==> config.mk <==
export PLATFORM = sky130hd
export DESIGN_NAME = spi_hold_gate
export DESIGN_NICKNAME = d
export VERILOG_FILES = /design/src/rtl/hold_gate_pkg.sv /design/src/rtl/hold_gate_sync.sv /design/src/rtl/hold_gate_edge.sv /design/src/rtl/hold_gate_ctl.sv /design/src/rtl/spi_hold_gate.sv
export SDC_FILE = /design/constraint.sdc
export NUM_CORES = 1
export LEC_CHECK = 0
export CAP_MARGIN = 30
export CORE_MARGIN = 4
export CORE_UTILIZATION = 39
export CTS_CLUSTER_DIAMETER = 120
export DETAILED_ROUTE_END_ITERATION = 8
export PLACE_DENSITY = 0.7
export SETUP_SLACK_MARGIN = 0.1
export SKIP_LAST_GASP = 1
export SLEW_MARGIN = 20
export SYNTH_ARGS = -nofsm -noshare
export SYNTH_HDL_FRONTEND = slang
export SYNTH_SLANG_ARGS = --single-unit
==> constraint.sdc <==
create_clock -name clk -period 1.5 [get_ports clk]
set_clock_uncertainty 0.05 [all_clocks]
set_input_delay 0.3 -clock clk [delete_from_list [all_inputs] [get_ports clk]]
set_output_delay 0.3 -clock clk [all_outputs]
set_load 0.005 [all_outputs]
==> src/rtl/hold_gate_pkg.sv <==
package hold_gate_pkg;

  // Pin group carried through the synchronizer chain as one vector
  typedef struct packed {
    logic csn;
    logic sclk;
    logic sdi;
    logic holdn;
  } pin_bus_t;

  localparam int PIN_W = $bits(pin_bus_t);

  // Reset value of the pins: deselected, clock low, data low, not paused
  localparam pin_bus_t PIN_IDLE = '{csn: 1'b1, sclk: 1'b0, sdi: 1'b0, holdn: 1'b1};

  // Edge pair from an edge detector
  typedef struct packed {
    logic rise;
    logic fall;
  } edge_pair_t;

  // Pause state kept by the controller
  typedef struct packed {
    logic held;
    logic pend_enter;
    logic pend_exit;
  } pause_state_t;

endpackage

==> src/rtl/hold_gate_sync.sv <==
module hold_gate_sync #(
  parameter int WIDTH  = 4,
  parameter int STAGES = 2,
  parameter logic [WIDTH-1:0] RST_VAL = '0
) (
  input  logic             clk,
  input  logic             rst_n,
  input  logic [WIDTH-1:0] d,
  output logic [WIDTH-1:0] q
);

  localparam int LAST = STAGES - 1;

  logic [STAGES-1:0][WIDTH-1:0] chain;

  generate
    for (genvar s = 0; s < STAGES; s++) begin : g_stage
      if (s == 0) begin : g_first
        always_ff @(posedge clk or negedge rst_n) begin
          if (!rst_n) chain[s] <= RST_VAL;
          else        chain[s] <= d;
        end
      end else begin : g_next
        always_ff @(posedge clk or negedge rst_n) begin
          if (!rst_n) chain[s] <= RST_VAL;
          else        chain[s] <= chain[s-1];
        end
      end
    end
  endgenerate

  assign q = chain[LAST];

endmodule

==> src/rtl/hold_gate_edge.sv <==
module hold_gate_edge #(
  parameter int WIDTH = 1,
  parameter logic [WIDTH-1:0] RST_VAL = '0
) (
  input  logic             clk,
  input  logic             rst_n,
  input  logic [WIDTH-1:0] level,
  output logic [WIDTH-1:0] rise,
  output logic [WIDTH-1:0] fall
);

  logic [WIDTH-1:0] prev;

  always_ff @(posedge clk or negedge rst_n) begin
    if (!rst_n) prev <= RST_VAL;
    else        prev <= level;
  end

  generate
    for (genvar b = 0; b < WIDTH; b++) begin : g_bit
      assign rise[b] = level[b] & ~prev[b];
      assign fall[b] = ~level[b] & prev[b];
    end
  endgenerate

endmodule

==> src/rtl/hold_gate_ctl.sv <==
module hold_gate_ctl
  import hold_gate_pkg::*;
(
  input  logic         clk,
  input  logic         rst_n,
  input  logic         selected,
  input  logic         sclk_lvl,
  input  logic         sclk_fall,
  input  logic         hold_fall,
  input  logic         hold_rise,
  output pause_state_t state
);

  pause_state_t st_q, st_d;

  always_comb begin
    st_d = st_q;
    if (!selected) begin
      st_d = '0;
    end else if (hold_fall) begin
      if (!sclk_lvl) begin
        st_d.held       = 1'b1;
        st_d.pend_enter = 1'b0;
      end else begin
        st_d.pend_enter = 1'b1;
      end
      st_d.pend_exit = 1'b0;
    end else if (hold_rise) begin
      if (!sclk_lvl) begin
        st_d.held      = 1'b0;
        st_d.pend_exit = 1'b0;
      end else begin
        st_d.pend_exit = 1'b1;
      end
      st_d.pend_enter = 1'b0;
    end else if (sclk_fall) begin
      if (st_q.pend_enter) begin
        st_d.held       = 1'b1;
        st_d.pend_enter = 1'b0;
      end else if (st_q.pend_exit) begin
        st_d.held      = 1'b0;
        st_d.pend_exit = 1'b0;
      end
    end
  end

  always_ff @(posedge clk or negedge rst_n) begin
    if (!rst_n) st_q <= '0;
    else        st_q <= st_d;
  end

  assign state = st_q;

endmodule

==> src/rtl/spi_hold_gate.sv <==
module spi_hold_gate
  import hold_gate_pkg::*;
#(
  parameter int SYNC_STAGES = 2
) (
  input  logic clk,
  input  logic rst_n,
  input  logic spi_csn,
  input  logic spi_sclk,
  input  logic spi_sdi,
  input  logic spi_holdn,
  input  logic core_drive_req,
  output logic paused,
  output logic core_rise_en,
  output logic core_fall_en,
  output logic core_sdi,
  output logic core_selected,
  output logic core_xfer_done,
  output logic core_xfer_abort,
  output logic sdo_oe
);

  localparam int EDGE_W = 3;  // csn, sclk, holdn

  pin_bus_t pins_raw, pins_s;
  logic [EDGE_W-1:0] lvl, rise, fall;
  pause_state_t st;
  logic sel;

  assign pins_raw = '{csn: spi_csn, sclk: spi_sclk, sdi: spi_sdi, holdn: spi_holdn};

  hold_gate_sync #(
    .WIDTH   (PIN_W),
    .STAGES  (SYNC_STAGES),
    .RST_VAL (PIN_IDLE)
  ) u_sync (
    .clk   (clk),
    .rst_n (rst_n),
    .d     (pins_raw),
    .q     (pins_s)
  );

  assign lvl = {pins_s.csn, pins_s.sclk, pins_s.holdn};

  hold_gate_edge #(
    .WIDTH   (EDGE_W),
    .RST_VAL ({PIN_IDLE.csn, PIN_IDLE.sclk, PIN_IDLE.holdn})
  ) u_edge (
    .clk   (clk),
    .rst_n (rst_n),
    .level (lvl),
    .rise  (rise),
    .fall  (fall)
  );

  assign sel = ~pins_s.csn;

  hold_gate_ctl u_ctl (
    .clk       (clk),
    .rst_n     (rst_n),
    .selected  (sel),
    .sclk_lvl  (pins_s.sclk),
    .sclk_fall (fall[1]),
    .hold_fall (fall[0]),
    .hold_rise (rise[0]),
    .state     (st)
  );

  assign paused          = st.held;
  assign core_rise_en    = rise[1] & sel & ~st.held;
  assign core_fall_en    = fall[1] & sel & ~st.held;
  assign core_sdi        = pins_s.sdi;
  assign core_selected   = sel;
  assign core_xfer_done  = rise[2] & ~st.held;
  assign core_xfer_abort = rise[2] & st.held;
  assign sdo_oe          = core_drive_req & sel & ~st.held;

endmodule

==> results.md <==
- Worst setup path startpoint: u_sync.q[3]
- Leakage: 0.403 nW
- Post-route ant nets: 0
- Final WL: 1.14 mm
- First-pass GRT wire length: 1.85 mm
- Worst Path Max Fanout: 5
- WHS: 0.287 ns
- Residual DRC: 0
- Failing checks: negative setup slack
- Cts-stage hold buffer count: 0
- ANT cells: 0
- RSZ-0062 raised after global routing: true
- Share of cells above drive strength 1: 0.627
- Critical path's slowest cell: dfstp_2
- Vias per inst: 4.93
- Reg2reg setup slack: 0.02 ns
- CP Buf/Inv Count: 2
- Relative slew slack: 0.839
- Non-filler cells, final: 90
- Num CTS Buffers: 3
- Top cells by area, synth: dfrtp_1 (37%), dfstp_2 (29%), ha_1 (4.7%)
- Highest clock rate: 0.657 GHz
- CTS H-Tree Depth: 1
- Worst-path clk slew: 0.07 ns
- Element type at the critical path start: flip-flop
- Final #Nets: 86
- Largest net degree at the start of global routing: 15
- CP top delay family: flip-flops
- Initial Util: 0.412
- Vias in the first global route: 451
- Slew Viols, Final: 0
- Setup TNS: -0.0433 ns
- CTS tree: done
- Clock Tree Buf Depth: 2
- Crit share post-route: 1.01
- DR vias: 444
- Post-synth cell types: 22
- Post-Syn Area: 536 um2
- Die height: 45.1 um
- Clock root buffer: clkbuf_4
- Die Span X: 45.1 um
- Global Route Usage Sum: 0.122
- Placement Cell Area: 785 um2
- R2R Path Start: u_edge.prev[0]
- Average size of a mapped cell: 13.1 um2
- Routability cong.: 0.692
- Ys Warns: 0
- Status: complete, but fails checks
- HPWL after DPL: 802 um
- First DRT Iteration DRCs: 4
- Remaining global-route overflow: 0
- Hold Vio Cnt, Final: 0
- Synth area leader: dfrtp_1
- Max stage delay on crit path: 0.56 ns
- Maximum vdd drop: 0.583 mV
- Post-synth top area share: 0.374
- PortBufs: 14
- Slew @ Worst Pin: 0.238 ns
- Critical Path Sink: core_xfer_done
- Cells after Synth: 41
- Drt pass-1 iters: 4
- Setup-failing EPs final: 2
- Die area: 0.00203 mm2
- Worst Hold Class: input port to async pin
- Cell depth of the worst setup path: 3
- Setup ws final: -0.0218 ns
- WS Path Type: flip-flop to output port
- Initial antenna violation count: 0
- CP required: 1.15 ns
- Average wire per standard cell: 12.7 um
- Finished Cell Area: 890 um2
- Final min period: 1.52 ns
- FP Rows: 13
- Syn_nets: 50
- Skew-Pair Late Insertion Delay: 0.26 ns
- CORE AREA: 0.00130 mm2
- Register bit total from synthesis: 14
- Layout area overhead: 66.1%
- Finished Core Util: 0.684
- FF-to-FF End: u_ctl.state[0]
- CP Capture Type: output port
- Sequential element share of the synthesized area: 0.668
- Critical-path cell list: inv_2, nor3_2, buf_2
- PwrDens: 842 mW/mm2
- Sinks on Clock Net: 14
- Num ports: 15
- Critical Path AT: 1.17 ns
- Placed cells: 80
- Cell count of the worst reg-to-reg path: 4
- Max-Cap Viols: 0
-- cells by family after synthesis --
group	share of synthesized area
buffers and inverters	0.0280
AND/OR/NAND/NOR	0.171
flip-flops	0.668
adder cells (fa/ha/maj)	0.0467
AO/OA/AOI/OAI	0.0864
-- metal layers --
| layer | global-route usage | part of all wire | vias up |
|---|---|---|---|
| met5 | 0 | 0 | - |
| met1 | 0.166 | 0.42 | 213 |
| met4 | 0.0526 | 0 | 0 |
| met2 | 0.198 | 0.52 | 13 |
| li1 | - | - | 218 |
| met3 | 0.0120 | 0.060 | 0 |
-- repair_timing --
item / in CTS / in global routing
cloned: 0 / 0
setup buffers: 5 / 2
resized for setup: 37 / 5
endpoints found under the setup margin: 10 / 10
pin swaps: 5 / 2
-- layout make-up --
cell class | instances | area (um2)
clock buffer | 3 | 22.5
fill | 103 | 412
inverter | 4 | 15.0
multi-input combinational | 23 | 239
sequential | 14 | 359
tap | 15 | 18.8
timing repair buffer | 31 | 235
-- cells in the final DEF, fill, tap and decap left out --
cell type / n
buf_4: 16
dfrtp_1: 7
clkdlybuf4s50_1: 6
buf_2: 6
dfstp_2: 6
inv_2: 3
clkbuf_4: 3
nor4b_2: 2
nor3_2: 2
nor2_1: 2
ha_4: 2
inv_1: 1
and3_1: 1
nor4_2: 1
a21oi_1: 1
o21bai_4: 1
nand2b_1: 1
nand4_1: 1
and3b_1: 1
o21ai_0: 1
o311ai_1: 1
nand3_1: 1
nand2_1: 1
nand3b_1: 1
or3_4: 1
a311oi_2: 1
o2111a_1: 1
clkbuf_2: 1
dlygate4sd2_1: 1
buf_6: 1
dfrtp_2: 1
-- how the worst min path moves through the flow --
stage	startpoint	endpoint	slack, ns	cells past startpoint
global route	rst_n	u_sync.q[2]	0.29	2
CTS	rst_n	u_sync.q[2]	0.29	2
floorplan	rst_n	u_ctl.state[0]	-0.05	0
detailed placement	u_sync.chain[2]	u_sync.q[2]	0.29	0
finish	rst_n	u_sync.q[2]	0.29	2
global placement	u_sync.chain[2]	u_sync.q[2]	0.29	0
-- flip-flops by register name (all words and copies together), names as in the netlist --
signal,cells
u_sync.chain,4
u_sync.q,4
u_edge.prev,3
u_ctl.state,3
-- where the power goes --
| group | leakage, nW | switching (mW) | internal (mW) |
|---|---|---|---|
| logic | 0.228 | 0.0557 | 0.0864 |
| registers | 0.161 | 0.0167 | 0.405 |
| clock network | 0.0138 | 0.0935 | 0.0924 |
-- metrics by stage --
stage          setup slack [ns]  total power [mW]
5_1_grt                 -0.0923             0.795
4_1_cts                 -0.0400             0.743
3_3_place_gp             -0.234             0.534
6_report                -0.0218             0.749
3_5_place_dp             -0.253             0.538
2_1_floorplan            0.0651             0.461
-- cells in the mapped netlist --
cell,n
and3b_1,1
dfstp_2,6
nor3_1,2
nor2_1,2
or3_1,1
nor4_1,1
inv_1,4
nor4b_1,2
nand2_1,1
o311ai_1,1
o21bai_1,1
a21oi_1,1
nand2b_1,1
nand3_1,1
and3_1,1
nand3b_1,1
ha_1,2
o21ai_0,1
o2111a_1,1
a311oi_1,1
nand4_1,1
dfrtp_1,8
Power figures use the tool's default switching activity.
